### config.mk
export PLATFORM = sky130hd
export DESIGN_NAME = devrst_seq
export DESIGN_NICKNAME = d
export VERILOG_FILES = /design/src/rtl/devrst_pkg.sv /design/src/rtl/devrst_timer.sv /design/src/rtl/devrst_judge.sv /design/src/rtl/devrst_fsm.sv /design/src/rtl/devrst_seq.sv
export SDC_FILE = /design/constraint.sdc
export NUM_CORES = 1
export LEC_CHECK = 0
export BUFFER_PORTS_ARGS = -buffer_cell sky130_fd_sc_hd__buf_2
export CORE_MARGIN = 5
export CORE_UTILIZATION = 50
export CTS_CLUSTER_SIZE = 14
export DETAILED_ROUTE_END_ITERATION = 12
export HOLD_SLACK_MARGIN = 0.03
export PLACE_DENSITY = 0.76
export RECOVER_POWER = 50
export SETUP_SLACK_MARGIN = 0.2
export SYNTH_ARGS = -nofsm -noshare
export SYNTH_HDL_FRONTEND = slang
export SYNTH_SLANG_ARGS = --single-unit
### constraint.sdc
create_clock -name clk -period 4.29 [get_ports clk]
set_clock_uncertainty 0.15 [all_clocks]
set_input_delay 0.858 -clock clk [delete_from_list [all_inputs] [get_ports clk]]
set_output_delay 0.858 -clock clk [all_outputs]
set_load 0.005 [all_outputs]
### src/rtl/devrst_pkg.sv
package devrst_pkg;

  typedef enum logic [2:0] {
    PH_IDLE  = 3'd0,
    PH_HOLD  = 3'd1,
    PH_WCLK  = 3'd2,
    PH_PRE   = 3'd3,
    PH_INT   = 3'd4,
    PH_SET   = 3'd5,
    PH_CHECK = 3'd6
  } phase_t;

  function automatic int unsigned max_u(input int unsigned a, input int unsigned b);
    return (a > b) ? a : b;
  endfunction

endpackage

### src/rtl/devrst_timer.sv
module devrst_timer #(
  parameter int CW = 8
) (
  input  logic          clk,
  input  logic          rst,
  input  logic          load,
  input  logic [CW-1:0] load_val,
  output logic          zero
);

  logic [CW-1:0] cnt;

  always_ff @(posedge clk) begin
    if (rst) begin
      cnt <= '0;
    end else if (load) begin
      cnt <= load_val;
    end else if (cnt != '0) begin
      cnt <= cnt - 1'b1;
    end
  end

  assign zero = (cnt == '0);

endmodule

### src/rtl/devrst_judge.sv
module devrst_judge #(
  parameter int LOCK_W      = 4,
  parameter int SYNC_STAGES = 2
) (
  input  logic              clk,
  input  logic              rst,
  input  logic              expired_i,
  input  logic [LOCK_W-1:0] lock_loss_i,
  input  logic              pll_ok_i,
  output logic              status_ok
);

  localparam int VW = LOCK_W + 2;

  logic [VW-1:0] stage [SYNC_STAGES];

  for (genvar s = 0; s < SYNC_STAGES; s++) begin : g_sync
    if (s == 0) begin : g_first
      always_ff @(posedge clk) begin
        if (rst) stage[s] <= '0;
        else     stage[s] <= {pll_ok_i, lock_loss_i, expired_i};
      end
    end else begin : g_next
      always_ff @(posedge clk) begin
        if (rst) stage[s] <= '0;
        else     stage[s] <= stage[s-1];
      end
    end
  end

  logic              s_exp;
  logic              s_pll;
  logic [LOCK_W-1:0] s_lock;

  assign s_exp  = stage[SYNC_STAGES-1][0];
  assign s_lock = stage[SYNC_STAGES-1][LOCK_W:1];
  assign s_pll  = stage[SYNC_STAGES-1][VW-1];

  always_ff @(posedge clk) begin
    if (rst) status_ok <= 1'b0;
    else     status_ok <= s_exp & s_pll & ~(|s_lock);
  end

endmodule

### src/rtl/devrst_fsm.sv
module devrst_fsm
  import devrst_pkg::*;
#(
  parameter int HOLD_CYC = 4,
  parameter int PRE_CYC  = 4,
  parameter int INT_CYC  = 8,
  parameter int SET_CYC  = 2,
  parameter int MAX_TRY  = 3,
  parameter int CW       = 8,
  parameter int AW       = 2
) (
  input  logic          clk,
  input  logic          rst,
  input  logic          start,
  input  logic          clk_stable,
  input  logic          tmr_zero,
  input  logic          status_ok,
  output logic          tmr_load,
  output logic [CW-1:0] tmr_val,
  output logic          dev_rst_n,
  output logic          busy,
  output logic          done,
  output logic          fail,
  output logic [AW-1:0] attempt
);

  localparam logic [CW-1:0] HOLD_LD = CW'(HOLD_CYC - 1);
  localparam logic [CW-1:0] PRE_LD  = CW'(PRE_CYC - 1);
  localparam logic [CW-1:0] INT_LD  = CW'(INT_CYC - 1);
  localparam logic [CW-1:0] SET_LD  = CW'(SET_CYC - 1);
  localparam logic [AW-1:0] LAST    = AW'(MAX_TRY);

  phase_t ph, ph_n;
  logic   more_left;

  assign more_left = (attempt < LAST);

  always_comb begin
    ph_n     = ph;
    tmr_load = 1'b0;
    tmr_val  = '0;
    case (ph)
      PH_IDLE: if (start) begin
        ph_n = PH_HOLD; tmr_load = 1'b1; tmr_val = HOLD_LD;
      end
      PH_HOLD: if (tmr_zero) ph_n = PH_WCLK;
      PH_WCLK: if (clk_stable) begin
        ph_n = PH_PRE; tmr_load = 1'b1; tmr_val = PRE_LD;
      end
      PH_PRE: if (tmr_zero) begin
        ph_n = PH_INT; tmr_load = 1'b1; tmr_val = INT_LD;
      end
      PH_INT: if (tmr_zero) begin
        ph_n = PH_SET; tmr_load = 1'b1; tmr_val = SET_LD;
      end
      PH_SET: if (tmr_zero) ph_n = PH_CHECK;
      PH_CHECK: begin
        if (!status_ok && more_left) begin
          ph_n = PH_HOLD; tmr_load = 1'b1; tmr_val = HOLD_LD;
        end else begin
          ph_n = PH_IDLE;
        end
      end
      default: ph_n = PH_IDLE;
    endcase
  end

  always_ff @(posedge clk) begin
    if (rst) begin
      ph        <= PH_IDLE;
      dev_rst_n <= 1'b1;
      busy      <= 1'b0;
      done      <= 1'b0;
      fail      <= 1'b0;
      attempt   <= '0;
    end else begin
      ph <= ph_n;
      case (ph)
        PH_IDLE: if (start) begin
          dev_rst_n <= 1'b0;
          busy      <= 1'b1;
          done      <= 1'b0;
          fail      <= 1'b0;
          attempt   <= AW'(1);
        end
        PH_PRE: if (tmr_zero) dev_rst_n <= 1'b1;
        PH_CHECK: begin
          if (status_ok) begin
            busy <= 1'b0;
            done <= 1'b1;
          end else if (more_left) begin
            dev_rst_n <= 1'b0;
            attempt   <= attempt + 1'b1;
          end else begin
            busy <= 1'b0;
            fail <= 1'b1;
          end
        end
        default: ;
      endcase
    end
  end

endmodule

### src/rtl/devrst_seq.sv
module devrst_seq
  import devrst_pkg::*;
#(
  parameter int HOLD_CYC    = 200000,
  parameter int PRE_CYC     = 200000,
  parameter int INT_CYC     = 1500000,
  parameter int SET_CYC     = 100000,
  parameter int LOCK_W      = 4,
  parameter int SYNC_STAGES = 2,
  parameter int MAX_TRY     = 3
) (
  input  logic                         clk,
  input  logic                         rst,
  input  logic                         start,
  input  logic                         clk_stable,
  input  logic                         stat_expired,
  input  logic [LOCK_W-1:0]            stat_lock_loss,
  input  logic                         stat_pll_ok,
  output logic                         dev_rst_n,
  output logic                         busy,
  output logic                         done,
  output logic                         fail,
  output logic [$clog2(MAX_TRY+1)-1:0] attempt
);

  localparam int AW = $clog2(MAX_TRY + 1);
  localparam int CW = $clog2(max_u(max_u(HOLD_CYC, PRE_CYC), max_u(INT_CYC, SET_CYC)) + 1);

  logic          tmr_load;
  logic [CW-1:0] tmr_val;
  logic          tmr_zero;
  logic          status_ok;

  devrst_timer #(.CW(CW)) u_timer (
    .clk      (clk),
    .rst      (rst),
    .load     (tmr_load),
    .load_val (tmr_val),
    .zero     (tmr_zero)
  );

  devrst_judge #(.LOCK_W(LOCK_W), .SYNC_STAGES(SYNC_STAGES)) u_judge (
    .clk         (clk),
    .rst         (rst),
    .expired_i   (stat_expired),
    .lock_loss_i (stat_lock_loss),
    .pll_ok_i    (stat_pll_ok),
    .status_ok   (status_ok)
  );

  devrst_fsm #(
    .HOLD_CYC (HOLD_CYC),
    .PRE_CYC  (PRE_CYC),
    .INT_CYC  (INT_CYC),
    .SET_CYC  (SET_CYC),
    .MAX_TRY  (MAX_TRY),
    .CW       (CW),
    .AW       (AW)
  ) u_fsm (
    .clk        (clk),
    .rst        (rst),
    .start      (start),
    .clk_stable (clk_stable),
    .tmr_zero   (tmr_zero),
    .status_ok  (status_ok),
    .tmr_load   (tmr_load),
    .tmr_val    (tmr_val),
    .dev_rst_n  (dev_rst_n),
    .busy       (busy),
    .done       (done),
    .fail       (fail),
    .attempt    (attempt)
  );

endmodule

# Word level (Yosys, flattened, before mapping)
# Memories as Yosys holds them, arrays and structs flattened.
# Cells that the tools add are included.
# W data, S select, Z words.
[totals] out_inout_bits=6 ramBits=12 word_cells=94 mem_count=1 register_bits=31 input_bits=10
[classes] reduce_logical=16 add_sub_neg=2 n_eq_ne=17 n_mux=44 bitwise=5 n_lt_le_gt_ge=1
[mem_list] memory="u_judge.stage" depth=2 width=6 read_ports=2 rd_ports_with_merged_regs=0 wr=2 line="devrst_judge.sv:15" text="logic [VW-1:0] stage [SYNC_STAGES];"
[op_table] operator="$pmux W21 S5" count=1
[op_table] operator="$mux W21" count=3
[op_table] operator="$mux W18" count=3
[op_table] operator="$logic_not A21 Y1" count=1
[op_table] operator="$pmux W3 S7" count=1
[op_table] operator="$reduce_bool A21 Y1" count=1
[op_table] operator="$sub A21 B1 Y21 const B" count=1
[op_table] operator="$mux W1" count=18
[op_table] operator="$mux W3" count=6
[op_table] operator="$ne A2 B2 Y1 const B" count=9
[op_table] operator="$mux W17" count=1
[op_table] operator="$mux W6" count=2
[op_table] operator="$eq A3 B3 Y1 const B" count=3
[op_table] operator="$reduce_and A4 Y1" count=2
[op_table] operator="$eq A3 B2 Y1 const B" count=2
[op_table] operator="$mux W2" count=3
[op_table] operator="$pmux W1 S2" count=3
[op_table] operator="$reduce_and A3 Y1" count=2
[op_table] operator="$reduce_and A6 Y1" count=1
[op_table] operator="$reduce_and A5 Y1" count=1
[op_table] operator="$pmux W1 S4" count=1
[op_table] operator="$pmux W2 S2" count=1
[op_table] operator="$reduce_bool A2 Y1" count=2
[op_table] operator="$reduce_or A4 Y1" count=1
[op_table] operator="other kinds (14)" count=16

# Longest topological paths before layout
[depth] word_depth=5 mapped_depth=9

# By module
# From an unflattened synthesis, not the netlist that was laid out.
[unflattened] hier_cells=252 area_unflattened_um2=2208.4
[by_module_without_submodules] module="devrst_timer" area_each_um2=1157.4 n_inst=1 cells_per_inst=140
[by_module_without_submodules] module="devrst_fsm" area_each_um2=683.2 n_inst=1 cells_per_inst=83
[by_module_without_submodules] module="devrst_judge" area_each_um2=367.9 n_inst=1 cells_per_inst=29

# Worst setup path after synthesis
# OpenSTA, ideal clock, no wires.
[synth_timing] path_kind="register to register" start="register u_timer.cnt[0]" end="register u_timer.cnt[16]" arrival_time_ns=2.305 stages_incl_launch_ff=9 required_time_ns=4.053 setup_time_ns=0.087 path_buffers=1 synth_period_minus_slack_ns=2.542 slack_ns=1.748 cell_sequence="dfxtp_1 -> inv_1 -> ha_1 -> or4b_1 -> clkbuf_1 -> or4_1 -> xor2_1 -> or4_1 -> o31ai_1"
[synth_via] elab_chain_len=4 word_cells_on_any_way=10
[synth_lines] item="start: declaration" line="devrst_timer.sv:11" text="logic [CW-1:0] cnt;"
[synth_lines] item="start signal: assignment" line="devrst_timer.sv:17" text="cnt <= load_val;"
[synth_lines] item="start signal: assignment" line="devrst_timer.sv:19" text="cnt <= cnt - 1'b1;"
[synth_lines] item="parallel branches: the longest is 4 deep, another holds $sub A21 B1 Y21"
# Several ways; the timed one is not identified. The select of a mux whose other input is x is not followed.
# A chain may end at the register's enable or synchronous reset.

# Final worst setup path
# Ends and elaborated chain as after synthesis.

==> flow_summary.json <==
{
  "rsz0062_at_grt": "no",
  "fin_setup_tns_ps": 0,
  "cts_buffer_depth": 2,
  "clkLatencyLatePin_ps": 300,
  "areaGrowthSynthToFinish_pct": 10.7,
  "wire_per_inst_um": 13.7,
  "gp_congestion": 0.897,
  "grt_overflow_total": 0,
  "cts_tree": "built",
  "synth_top_area_frac": 0.442,
  "path_class": "flop to flop",
  "vias": 1553,
  "status": "completed",
  "row_count": 22,
  "ys_seq_area_frac": 0.442,
  "drc": 0,
  "final_nets": 237,
  "cts_max_level": 2,
  "fp.dieH_um": 72.4,
  "r2r_start": "u_timer.cnt[0]$_SDFFE_PP0P_",
  "place_hpwl_mm": 2.67,
  "drive_gt1_frac": 0.133,
  "cp-end-kind": "flop",
  "layout_min_cycle_time_ps": 2670,
  "hold_viol_final": 0,
  "hold_path.class": "flop to flop",
  "cellPowerDensity_nw_per_um2": 442,
  "core_um2": 3720,
  "startpoint_type": "flop",
  "dieArea_um2": 5240,
  "die_width_um": 72.4,
  "cts_setup_buffers": 0,
  "root_buffer": "clkbuf_8",
  "routed_via_density": 5.67,
  "max_slew_margin": 0.0468,
  "synth_area_leader_cell": "dfxtp_1",
  "final_common_cell": "dfxtp_1",
  "first_pass_iters": 4,
  "worstPathMaxFanout": 6,
  "hold_slack_ps": 244,
  "avgSynthCellArea_um2": 9.14,
  "synth_area_leaders": "dfxtp_1 44%, a21oi_1 4.4%, nor2b_1 3.9%, nor2_1 3.7%, xnor2_1 3.6%",
  "hp-start": "u_judge.stage[1][2]$_SDFF_PP0_",
  "routed_wl_mm": 3.76,
  "diodes": 0,
  "fmax_mhz": 375,
  "ioPinCount": 16,
  "clock_sinks": 43,
  "cts_resized": 0,
  "io_buffers": 15,
  "grt_pass1_vias": 1425,
  "grt_max_degree": 36,
  "initial_core_util": 0.524,
  "worstSetupStartpoint": "u_timer.cnt[0]$_SDFFE_PP0P_",
  "synth-seq-cells": 43,
  "synth_nets": 225,
  "cts_hold_buf": 0,
  "cpMostUsedCell": "or4_1",
  "grt_pass1_wl_mm": 6.53,
  "period_share": 0.622,
  "cts_made_buffers": 5,
  "antenna_found_initial": 0,
  "slowest_stage": "or4_1",
  "fill_cells": 342,
  "synth_flop_cell": "dfxtp_1",
  "clkSlewWorstSetupHoldPaths_ps": 90,
  "report.final.slew_viol_count": 0,
  "drt_iter0_markers": 192,
  "cpPeakStageDelay_ps": 630,
  "worst_pin_slew_ps": 1430,
  "required_ps": 4360,
  "synth_edf_count": 0,
  "yosys.cell_types.count": 45,
  "syn-cell-area_um2": 1950,
  "setup_viol": 0,
  "ir_worst_vdd_v": 0.000245,
  "max-cap-violations": 0,
  "antenna_left": 0,
  "grt.total_usage": 0.158,
  "synthArstFlopShare": 0,
  "syn_inst": 213,
  "path_cells": "inv_1, ha_1, or4b_1, or4_1, xor2_1, or4_1, o31ai_1",
  "worstPathArrival_ps": 2740,
  "yosys_warnings": 0,
  "cellLeakagePower_uw": 0.000811,
  "layout_common_cells": "43 x dfxtp_1, 19 x nor2_1, 17 x a21oi_1, 13 x buf_2, 12 x nor2b_1"
}
-- cell usage after synthesis, drive strengths merged (2+ instances only) --
cell type,instances
nor4,9
inv,3
nor2,19
nand3,3
dfxtp,43
a31oi,2
nand3b,5
ha,2
and3,2
or2,3
or3,4
xor2,8
clkbuf,8
a21oi,17
buf,2
o31ai,3
o21ai,5
a21o,2
a211oi,7
or4,9
nand2,9
o21a,4
nor2b,12
nor3,6
nand2b,2
xnor2,8
-- per-layer routing --
metal	global-route usage	vias to the layer above	routed length (um)
li1	-	800	-
met1	0.200	707	1770
met2	0.253	38	1700
met3	0.0471	8	208
met4	0.0635	0	83
met5	0	-	0
-- worst max-delay path: cells and delay by family (launching register included) --
family | cells | cell delay (ps)
AOI/OAI and AO/OA | 1 | 70
xor gates and xnor gates | 1 | 170
adders and majority gates | 1 | 210
buffers and inverters | 1 | 90
DFF | 1 | 330
and+or+nand+nor | 3 | 1580
-- area by class of cell --
type                    count  area [um^2]  area share
clock buffers               5         68.8      0.0319
well taps                  48         60.1      0.0279
clock inverters             3         47.5      0.0221
inverters                   3         11.3     0.00522
multi-input cells         157         1030       0.480
flip-flops and latches     43          861       0.399
repair buffers             15         72.6      0.0337
-- sequential cells by signal (all words and copies together) (netlist names) --
register and count:
u_fsm.dev_rst_n 1, u_fsm.attempt 2, u_judge.status_ok 1, u_fsm.busy 1, u_judge.stage 12, u_fsm.fail 1, u_fsm.done 1, u_fsm.ph 3
u_timer.cnt 21
-- power breakdown --
group	total, uW	leakage (uW)	internal, uW	switching (uW)
Sequential	461	0.000354	431	30.2
Clock	326	0.0000587	176	150
Combinational	167	0.000399	76.1	90.8
-- path summary, 6_finish.rpt --
kind | end | slack (ps) | depth (start not counted)
worst max register to register | u_timer.cnt[16]$_SDFFE_PP0P_ | 1620 | 7
worst min register to register | u_judge.status_ok$_SDFF_PP0_ | 240 | 1
worst min-delay path | u_judge.status_ok$_SDFF_PP0_ | 240 | 1
worst max-delay path | u_timer.cnt[16]$_SDFFE_PP0P_ | 1620 | 7
-- cells by family after synthesis --
family                     after synthesis  share of synthesized area
xor gates and xnor gates                16                     0.0720
DFF                                     43                      0.442
buffers and inverters                   13                     0.0264
adders and majority gates                2                     0.0129
and+or+nand+nor                         88                      0.265
AOI/OAI and AO/OA                       49                      0.170
muxes                                    2                     0.0109
-- per-stage QoR --
stage,instances,util,worst slack [ps],total power (uW),cell area (um^2)
finish,274,0.580,1620,954,2160
floorplan,213,-,1750,602,1950
global route,274,0.580,1490,1000,2160
global placement,266,0.549,1700,634,2040
detailed placement,266,0.549,1640,637,2040
CTS,274,0.581,1630,962,2160
Power figures use the tool's default switching activity.
